$ cat config.mk
export PLATFORM = sky130hd
export DESIGN_NAME = uart_irq_id
export DESIGN_NICKNAME = d
export VERILOG_FILES = /design/src/rtl/uart_irq_pkg.sv /design/src/rtl/uart_irq_rxtrig.sv /design/src/rtl/uart_irq_sources.sv /design/src/rtl/uart_irq_prio.sv /design/src/rtl/uart_irq_id.sv
export SDC_FILE = /design/constraint.sdc
export NUM_CORES = 1
export LEC_CHECK = 0
export ABC_AREA = 0
export BUFFER_PORTS_ARGS = -buffer_cell sky130_fd_sc_hd__buf_2
export CORE_UTILIZATION = 52
export CTS_BUF_LIST = sky130_fd_sc_hd__clkbuf_8
export DETAILED_ROUTE_END_ITERATION = 16
export PLACE_DENSITY = 0.82
export SYNTH_ARGS = -nofsm -noshare
export SYNTH_HDL_FRONTEND = slang
export SYNTH_HIERARCHICAL = 1
export SYNTH_SLANG_ARGS = --single-unit
$ cat constraint.sdc
create_clock -name clk -period 1.6 [get_ports clk]
set_input_delay 0.08 -clock clk [delete_from_list [all_inputs] [get_ports clk]]
set_output_delay 0.08 -clock clk [all_outputs]
set_load 0.03 [all_outputs]
$ cat src/rtl/uart_irq_pkg.sv
package uart_irq_pkg;
  localparam int NSRC = 7;

  typedef enum logic [5:0] {
    ID_LINE    = 6'b000110,
    ID_RXDATA  = 6'b000100,
    ID_RXTMO   = 6'b001100,
    ID_TXEMPTY = 6'b000010,
    ID_MODEM   = 6'b000000,
    ID_CHAR    = 6'b010000,
    ID_FLOW    = 6'b100000,
    ID_NONE    = 6'b000001
  } irq_id_e;

  // index 0 is the highest priority
  function automatic irq_id_e code_of(input int idx);
    case (idx)
      0:       return ID_LINE;
      1:       return ID_RXDATA;
      2:       return ID_RXTMO;
      3:       return ID_TXEMPTY;
      4:       return ID_MODEM;
      5:       return ID_CHAR;
      default: return ID_FLOW;
    endcase
  endfunction
endpackage

$ cat src/rtl/uart_irq_rxtrig.sv
module uart_irq_rxtrig #(
  parameter int DEPTH = 32,
  parameter int LVL0  = 1,
  parameter int LVL1  = 4,
  parameter int LVL2  = 8,
  parameter int LVL3  = 14,
  localparam int CW   = $clog2(DEPTH + 1)
) (
  input  logic          clk,
  input  logic          rst_n,
  input  logic          fifo_en,
  input  logic          trig_wr,
  input  logic [1:0]    trig_sel,
  input  logic [CW-1:0] rx_count,
  output logic          rx_hit
);
  localparam int LVLS [4] = '{LVL0, LVL1, LVL2, LVL3};

  logic [CW-1:0] lvl_tab [4];
  logic [1:0]    sel_q;
  logic [1:0]    sel_d;
  logic [CW-1:0] lvl_now;

  for (genvar i = 0; i < 4; i++) begin : g_lvl
    assign lvl_tab[i] = CW'(LVLS[i]);
  end

  always_comb begin
    sel_d   = trig_wr ? trig_sel : sel_q;
    lvl_now = fifo_en ? lvl_tab[sel_d] : CW'(1);
    rx_hit  = (rx_count >= lvl_now);
  end

  always_ff @(posedge clk or negedge rst_n) begin
    if (!rst_n)       sel_q <= 2'b00;
    else if (trig_wr) sel_q <= trig_sel;
  end
endmodule

$ cat src/rtl/uart_irq_sources.sv
module uart_irq_sources
  import uart_irq_pkg::*;
(
  input  logic       clk,
  input  logic       rst_n,
  input  logic       ext_en,
  input  logic       rd,
  input  logic [5:0] rd_id,
  input  logic       line_evt,
  input  logic       line_clr,
  input  logic       modem_evt,
  input  logic       modem_clr,
  input  logic       txe_evt,
  input  logic       tx_wr,
  input  logic       xon_hit,
  input  logic       spc_hit,
  input  logic       rx_char,
  input  logic       cts_lvl,
  input  logic       rts_lvl,
  output logic       line_d,
  output logic       modem_d,
  output logic       txe_d,
  output logic       chr_d,
  output logic       flow_d
);
  logic line_q, modem_q, txe_q, xon_q, spc_q, flow_q, cts_q, rts_q;
  logic xon_d, spc_d, rise;
  logic rd_txe, rd_chr, rd_flow;

  always_comb begin
    rd_txe  = rd && (rd_id == ID_TXEMPTY);
    rd_chr  = rd && (rd_id == ID_CHAR);
    rd_flow = rd && (rd_id == ID_FLOW);
    rise    = (cts_lvl && !cts_q) || (rts_lvl && !rts_q);

    line_d  = line_evt  | (line_q  & ~line_clr);
    modem_d = modem_evt | (modem_q & ~modem_clr);
    txe_d   = txe_evt   | (txe_q   & ~tx_wr & ~rd_txe);
    xon_d   = ext_en & (xon_hit  | (xon_q  & ~rd_chr));
    spc_d   = ext_en & (spc_hit  | (spc_q  & ~rd_chr & ~rx_char));
    flow_d  = ext_en & (rise     | (flow_q & ~rd_flow));
    chr_d   = xon_d | spc_d;
  end

  always_ff @(posedge clk or negedge rst_n) begin
    if (!rst_n) begin
      line_q  <= 1'b0;
      modem_q <= 1'b0;
      txe_q   <= 1'b0;
      xon_q   <= 1'b0;
      spc_q   <= 1'b0;
      flow_q  <= 1'b0;
      cts_q   <= 1'b0;
      rts_q   <= 1'b0;
    end else begin
      line_q  <= line_d;
      modem_q <= modem_d;
      txe_q   <= txe_d;
      xon_q   <= xon_d;
      spc_q   <= spc_d;
      flow_q  <= flow_d;
      cts_q   <= cts_lvl;
      rts_q   <= rts_lvl;
    end
  end
endmodule

$ cat src/rtl/uart_irq_prio.sv
module uart_irq_prio
  import uart_irq_pkg::*;
(
  input  logic [NSRC-1:0] req,
  output logic [5:0]      id,
  output logic            pending
);
  always_comb begin
    id = ID_NONE;
    for (int i = NSRC - 1; i >= 0; i--) begin
      if (req[i]) id = code_of(i);
    end
    pending = |req;
  end
endmodule

$ cat src/rtl/uart_irq_id.sv
module uart_irq_id
  import uart_irq_pkg::*;
#(
  parameter int DEPTH = 32,
  localparam int CW   = $clog2(DEPTH + 1)
) (
  input  logic          clk,
  input  logic          rst_n,
  input  logic          fifo_en,
  input  logic          ext_en,
  input  logic          trig_wr,
  input  logic [1:0]    trig_sel,
  input  logic [CW-1:0] rx_count,
  input  logic          rx_tmo,
  input  logic          line_evt,
  input  logic          line_clr,
  input  logic          modem_evt,
  input  logic          modem_clr,
  input  logic          txe_evt,
  input  logic          tx_wr,
  input  logic          xon_hit,
  input  logic          spc_hit,
  input  logic          rx_char,
  input  logic          cts_lvl,
  input  logic          rts_lvl,
  input  logic          isr_rd,
  output logic [7:0]    status,
  output logic          irq
);
  logic [1:0]      rst_pipe;
  logic            rst_sync_n;
  logic            rx_hit, line_d, modem_d, txe_d, chr_d, flow_d;
  logic [NSRC-1:0] req;
  logic [5:0]      id;
  logic            pending;
  logic [7:0]      status_d;
  logic            upd_en;

  always_ff @(posedge clk or negedge rst_n) begin
    if (!rst_n) rst_pipe <= 2'b00;
    else        rst_pipe <= {rst_pipe[0], 1'b1};
  end
  assign rst_sync_n = rst_pipe[1];

  uart_irq_rxtrig #(.DEPTH(DEPTH)) u_trig (
    .clk(clk), .rst_n(rst_sync_n), .fifo_en(fifo_en), .trig_wr(trig_wr),
    .trig_sel(trig_sel), .rx_count(rx_count), .rx_hit(rx_hit)
  );

  uart_irq_sources u_src (
    .clk(clk), .rst_n(rst_sync_n), .ext_en(ext_en), .rd(isr_rd),
    .rd_id(status[5:0]), .line_evt(line_evt), .line_clr(line_clr),
    .modem_evt(modem_evt), .modem_clr(modem_clr), .txe_evt(txe_evt),
    .tx_wr(tx_wr), .xon_hit(xon_hit), .spc_hit(spc_hit), .rx_char(rx_char),
    .cts_lvl(cts_lvl), .rts_lvl(rts_lvl), .line_d(line_d), .modem_d(modem_d),
    .txe_d(txe_d), .chr_d(chr_d), .flow_d(flow_d)
  );

  assign req = {flow_d, chr_d, modem_d, txe_d, rx_tmo, rx_hit, line_d};

  uart_irq_prio u_prio (.req(req), .id(id), .pending(pending));

  always_comb begin
    status_d = {fifo_en, fifo_en, id};
    upd_en   = !isr_rd;
  end

  always_ff @(posedge clk or negedge rst_sync_n) begin
    if (!rst_sync_n) begin
      status <= 8'h01;
      irq    <= 1'b0;
    end else if (upd_en) begin
      status <= status_d;
      irq    <= pending;
    end
  end
endmodule

Word level (Yosys, flattened, before mapping). Cells that the tools add are included.

Input bits: 26. Logic and storage cells: 64. Bits in registers: 20.

Magnitude comparators: 2. Reductions and logical operators: 9. Mux-type cells: 12. Eq/ne operators: 3. Bitwise operators: 26.

Operators with widths (number): $mux 6 (10); $bmux 6 s2 (1); $and 1x1->1 (11); $not 1->1 (7); $or 1x1->1 (7); $reduce_or 7->1 (1); $eq 6x2->1 const B (1); $eq 6x5->1 const B (1); $eq 6x6->1 const B (1); $ge 6x6->1 (1); $logic_and 1x1->1 (5); $ge 3x3->1 const B (1); $not 2->3 (1); $logic_not 1->1 (2); $mux 2 (1); $logic_or 1x1->1 (1).

Logic depth before layout (Yosys ltp).
Word-level depth: 14. Depth in mapped cells: 9. Mapped depth without buffers: 8.

By module. Netlist, hierarchy kept.

By module, submodules not included: uart_irq_id (times used 1, cells each 21, area each 394.1 sq um); uart_irq_sources (times used 1, cells each 36, area each 369.1 sq um); uart_irq_rxtrig (times used 1, cells each 17, area each 183.9 sq um); uart_irq_prio (times used 1, cells each 11, area each 103.8 sq um).

Least setup slack after synthesis. OpenSTA, ideal clock, no wires.

Path kind: reg-to-reg. Start point: reg u_trig.sel_q[1]. End point: reg irq. Period minus slack after synthesis: 2.383 ns. Arrival time: 2.258 ns. Data required time: 1.475 ns. Stages on the path, launching flop included: 10. Setup slack: -0.783 ns. Library setup time: 0.125 ns. Cells stage by stage: dfrtp_1 -> mux2_4 -> nand2_1 -> ha_1 -> a2111oi_0 -> o21ai_0 -> or3_1 -> buf_2 -> nand2b_1 -> mux2_4.

Cells in the longest elaborated chain, start to end: 8.

Ends and longest elaborated chain: start, declared (line uart_irq_rxtrig.sv:20) `logic [1:0] sel_q;`; start signal, assigned (line uart_irq_rxtrig.sv:36) `else if (trig_wr) sel_q <= trig_sel;`; $mux 2; via u_trig.sel_d[1] (line uart_irq_rxtrig.sv:21) `logic [1:0] sel_d;`; $not 2->3 (implied by the code) (line uart_irq_rxtrig.sv:30) `lvl_now = fifo_en ? lvl_tab[sel_d] : CW'(1);`; $bmux 6 s2 (line uart_irq_rxtrig.sv:30); $mux 6 (implied by the code) (2 in a row) (line uart_irq_rxtrig.sv:30); $mux 6 (line uart_irq_rxtrig.sv:30); $ge 6x6->1 (line uart_irq_rxtrig.sv:31) `rx_hit = (rx_count >= lvl_now);`; via rx_hit (line uart_irq_id.sv:32) `logic rx_hit, line_d, modem_d, txe_d, chr_d, flow_d;`; $reduce_or 7->1 (line uart_irq_prio.sv:13) `pending = |req;`; via pending (line uart_irq_id.sv:35) `logic pending;`; end signal, assigned (line uart_irq_id.sv:74) `irq <= pending;`; end, declared (line uart_irq_id.sv:28) `output logic irq`.

The timed path passes the listed nets, and every way through them passes these cells. The select of a mux whose other input is x is not followed. A chain may end at the register's enable or synchronous reset.

Worst setup path after layout.
Start point: reg u_trig.sel_q[1]. End point: reg status[5].

Cells in the longest elaborated chain, start to end: 9.

Ends and longest elaborated chain: $mux 2; via u_trig.sel_d[1] (line uart_irq_rxtrig.sv:21); $not 2->3 (implied by the code) (line uart_irq_rxtrig.sv:30); $bmux 6 s2 (line uart_irq_rxtrig.sv:30); $mux 6 (implied by the code) (2 in a row) (line uart_irq_rxtrig.sv:30); $mux 6 (line uart_irq_rxtrig.sv:30); $ge 6x6->1 (line uart_irq_rxtrig.sv:31); via rx_hit (line uart_irq_id.sv:32); $mux 6 (2 in a row) (line uart_irq_prio.sv:11) `if (req[i]) id = code_of(i);`; via id[5] (line uart_irq_id.sv:34) `logic [5:0] id;`; end signal, assigned (line uart_irq_id.sv:73) `status <= status_d;`; end, declared (line uart_irq_id.sv:27) `output logic [7:0] status,`.

The timed path passes the listed nets, and every way through them passes these cells. The select of a mux whose other input is x is not followed.

==> qor.yml <==
synthesis:
  syn_nets: 115
  ys_seq_area_share_pct: 47.7
  synthXorXnorAreaFrac_pct: 0
  synth_area_um2: 1050
  ys_types: 37
  synthAdderAreaFrac_pct: 4.76
  synth_flop_cell: "dfrtp_1"
  synth_top_family_by_area: "simple AND/OR/NAND/NOR gates"
  syn_inst: 85
  ys_seq_elements: 20
  yosys_warnings: 6
  yosys.area_share.simple_pct: 18.3
  synth_compound_area_share_pct: 10.1
  synth_area_per_cell_um2: 12.4
  muxShareOfSynthArea_pct: 14.3
  synth_edf_count: 0
  synthArstFlopShare_pct: 100
worst_hold_path:
  min_from: "spc_hit"
  hp-class: "in -> reg"
  whs_endpoint: "u_src/spc_q$_DFF_PN0_"
  hold_depth: 3
route:
  drc: 0
  vias: 867
  viasPerCell: 5.29
  drt-total-wl_um: 2530
  first_pass_iters: 4
  wl_per_cell_um: 15.4
  drtIter0Drc: 6
  ant_nets: 0
outcome:
  violations: "setup timing"
  outcome: "finished, violations left"
global_route:
  track_usage_pct: 25.2
  grt-ovfl-total: 0
  grt_max_degree: 19
  grt_first_pass_wirelength_um: 3780
  antenna_found_initial: 0
  grt_pass1_vias: 880
place:
  io_buffers: 34
  dp_cells: 155
  gp_congestion: 0.794
  dp_hpwl_um: 1670
  place_worst_setup_slack_ns: -0.815
setup_path:
  r2r_start: "u_trig/sel_q[1]$_DFF_PN0_"
  worstSetupEndpointType: "flip-flop"
  critPathMaxFanout: 4
  reg2reg_to: "status[5]$_DFFE_PN0N_"
  reg2reg_depth: 10
  start_kind: "flip-flop"
  crit_arrival_ns: 2.56
  rrSetupSlack_ns: -0.75
  crit_required_ns: 1.81
  path_class: "reg -> reg"
timing:
  period_share_pct: 147
  finalSetupViolations: 7
  final_hold_viol_count: 0
  finalMaxSlewViolations: 0
  layout_min_cycle_time_ns: 2.35
  fin_ws_ns: -0.752
  rsz0062_at_grt: "true"
  fin_skew_ns: 0.00607
  fmax_ghz: 0.425
clocking:
  cts_root_buf: "clkbuf_8"
  cts_sinks: 20
  cts_buffers: 3
  clockBufferDepth: 2
  clock_latency_ns: 0.26
  path_clk_slew_ns: 0.08
  htreeDepth: 1
  cts_tree: "done"
finish:
  layout.nets: 170
  drive_gt1_share_pct: 59.0
  instances_no_fill: 164
  syn2layout_area_growth_pct: 43.5
  num_antenna_cells: 0
pwr:
  p_switching_mw: 0.308
  p_comb_share_pct: 20.8
  leakage_nw: 0.741
  pwr_density_cell_nw_per_um2: 784
  p_sw_share_pct: 26.1
  p_clk_share_pct: 33.1
  pwr-share-seq_pct: 46.1
  irDropWorstVdd_mv: 0.661
  internal_power_mw: 0.873
floorplanning:
  fp.dieW_um: 47.0
  ioPinCount: 35
  coreArea_um2: 1800
  initial_core_util_pct: 58.3
  rows: 15
  die_h_um: 47.0
  die-area_um2: 2200
run:
  maxCapViolCount: 0
==> kinds of logic after synthesis <==
logic type,count (synthesis)
adders and majority gates,4
muxes,10
DFF,20
buffers and inverters,9
other,1
and+or+nand+nor,26
AOI/OAI and AO/OA,15
==> power by group through the flow <==
stage	clock (mW)	sequential, mW	combinational [mW]
after floorplan	0	0.572	0.0990
after global placement	0	0.552	0.194
after detailed placement	0	0.554	0.201
after CTS	0.394	0.545	0.224
after global routing	0.411	0.547	0.265
final	0.391	0.545	0.246
==> Yosys cell counts (all sizes together), types with 2 or more instances <==
master   n  area (um2)
a21o     3        23.8
buf      3        23.8
dfrtp   19         475
ha       4        50.1
inv      6        22.5
mux2    10         150
nand2    8        30.0
nand2b   2        12.5
nor2     2        7.51
nor3     2        21.3
nor3b    2        15.0
nor4     2        27.5
o21ai    5        28.8
==> worst max path at each step <==
stage	slack, ns	cells after the start	to	start
finish	-0.75	10	status[5]$_DFFE_PN0N_	u_trig/sel_q[1]$_DFF_PN0_
global route	-0.85	10	status[5]$_DFFE_PN0N_	u_trig/sel_q[1]$_DFF_PN0_
CTS	-0.70	10	status[4]$_DFFE_PN0N_	u_trig/sel_q[1]$_DFF_PN0_
detailed placement	-0.82	9	status[4]$_DFFE_PN0N_	u_trig/sel_q[1]$_DFF_PN0_
global placement	-0.72	10	status[4]$_DFFE_PN0N_	u_trig/sel_q[1]$_DFF_PN0_
floorplan	-0.75	9	irq$_DFFE_PN0N_	u_trig/sel_q[1]$_DFF_PN0_
==> critical path: stages (launching register included) <==
cell and delay [ns]:
dfrtp_1 0.37, mux2_4 0.28, buf_6 0.12, nand3_1 0.08, ha_2 0.27, o211ai_1 0.21
o21ai_2 0.10, or3_4 0.36, buf_6 0.15, nor4_4 0.19, mux2_4 0.17
==> placed cells by master (no fill, tap or decap), types with 3 or more instances in the layout <==
| cell type | synthesis | routed |
|---|---|---|
| buf_2 | 1 | 34 |
| buf_4 | 1 | 14 |
| clkbuf_8 | 0 | 4 |
| dfrtp_1 | 19 | 19 |
| dlygate4sd3_1 | 0 | 3 |
| inv_1 | 6 | 6 |
| mux2_4 | 10 | 10 |
| nand2_1 | 8 | 8 |
| o21ai_1 | 3 | 3 |
==> area by class of cell <==
class                   instances  area, um2
repair buffers                 53        328
fillers                       116        294
flip-flops and latches         20        502
multi-input cells              56        569
inverters                       6       22.5
clock buffers                   4       55.1
well taps                      25       31.3
==> stage by stage <==
stage	util, %	cell area, um2	total power [mW]	hold WS [ns]	TNS, ns
after detailed placement	74.0	1330	0.756	-0.134	-4.56
final	83.7	1510	1.18	0.0609	-4.50
after global routing	83.7	1510	1.22	0.0743	-5.01
after CTS	81.3	1470	1.16	0.0622	-4.09
after global placement	74.0	1330	0.746	-0.134	-4.06
after floorplan	-	1060	0.671	-0.216	-3.63
==> registers in the layout (all words and copies together) (netlist names) <==
name and count:
status 7, u_src/flow_q 1, rst_pipe 2, irq 1
u_src/rts_q 1, u_src/modem_q 1, u_src/line_q 1, u_trig/sel_q 2
u_src/txe_q 1, u_src/spc_q 1, u_src/xon_q 1, u_src/cts_q 1
==> routing by layer <==
layer / global-route usage [%] / part of all wire, %
met4: 12.6 / 2.3
met5: 0 / 0
met3: 3.08 / 4.5
met1: 29.8 / 39
met2: 44.7 / 54
==> what timing repair did <==
item,in CTS,in global routing
setup endpoints to repair,7,7
buffers inserted,4,2
pin swaps,1,1
endpoints found under the hold margin,4,0
hold buffers,3,0
resized for setup,8,5
(Power assumes the default switching activity.)
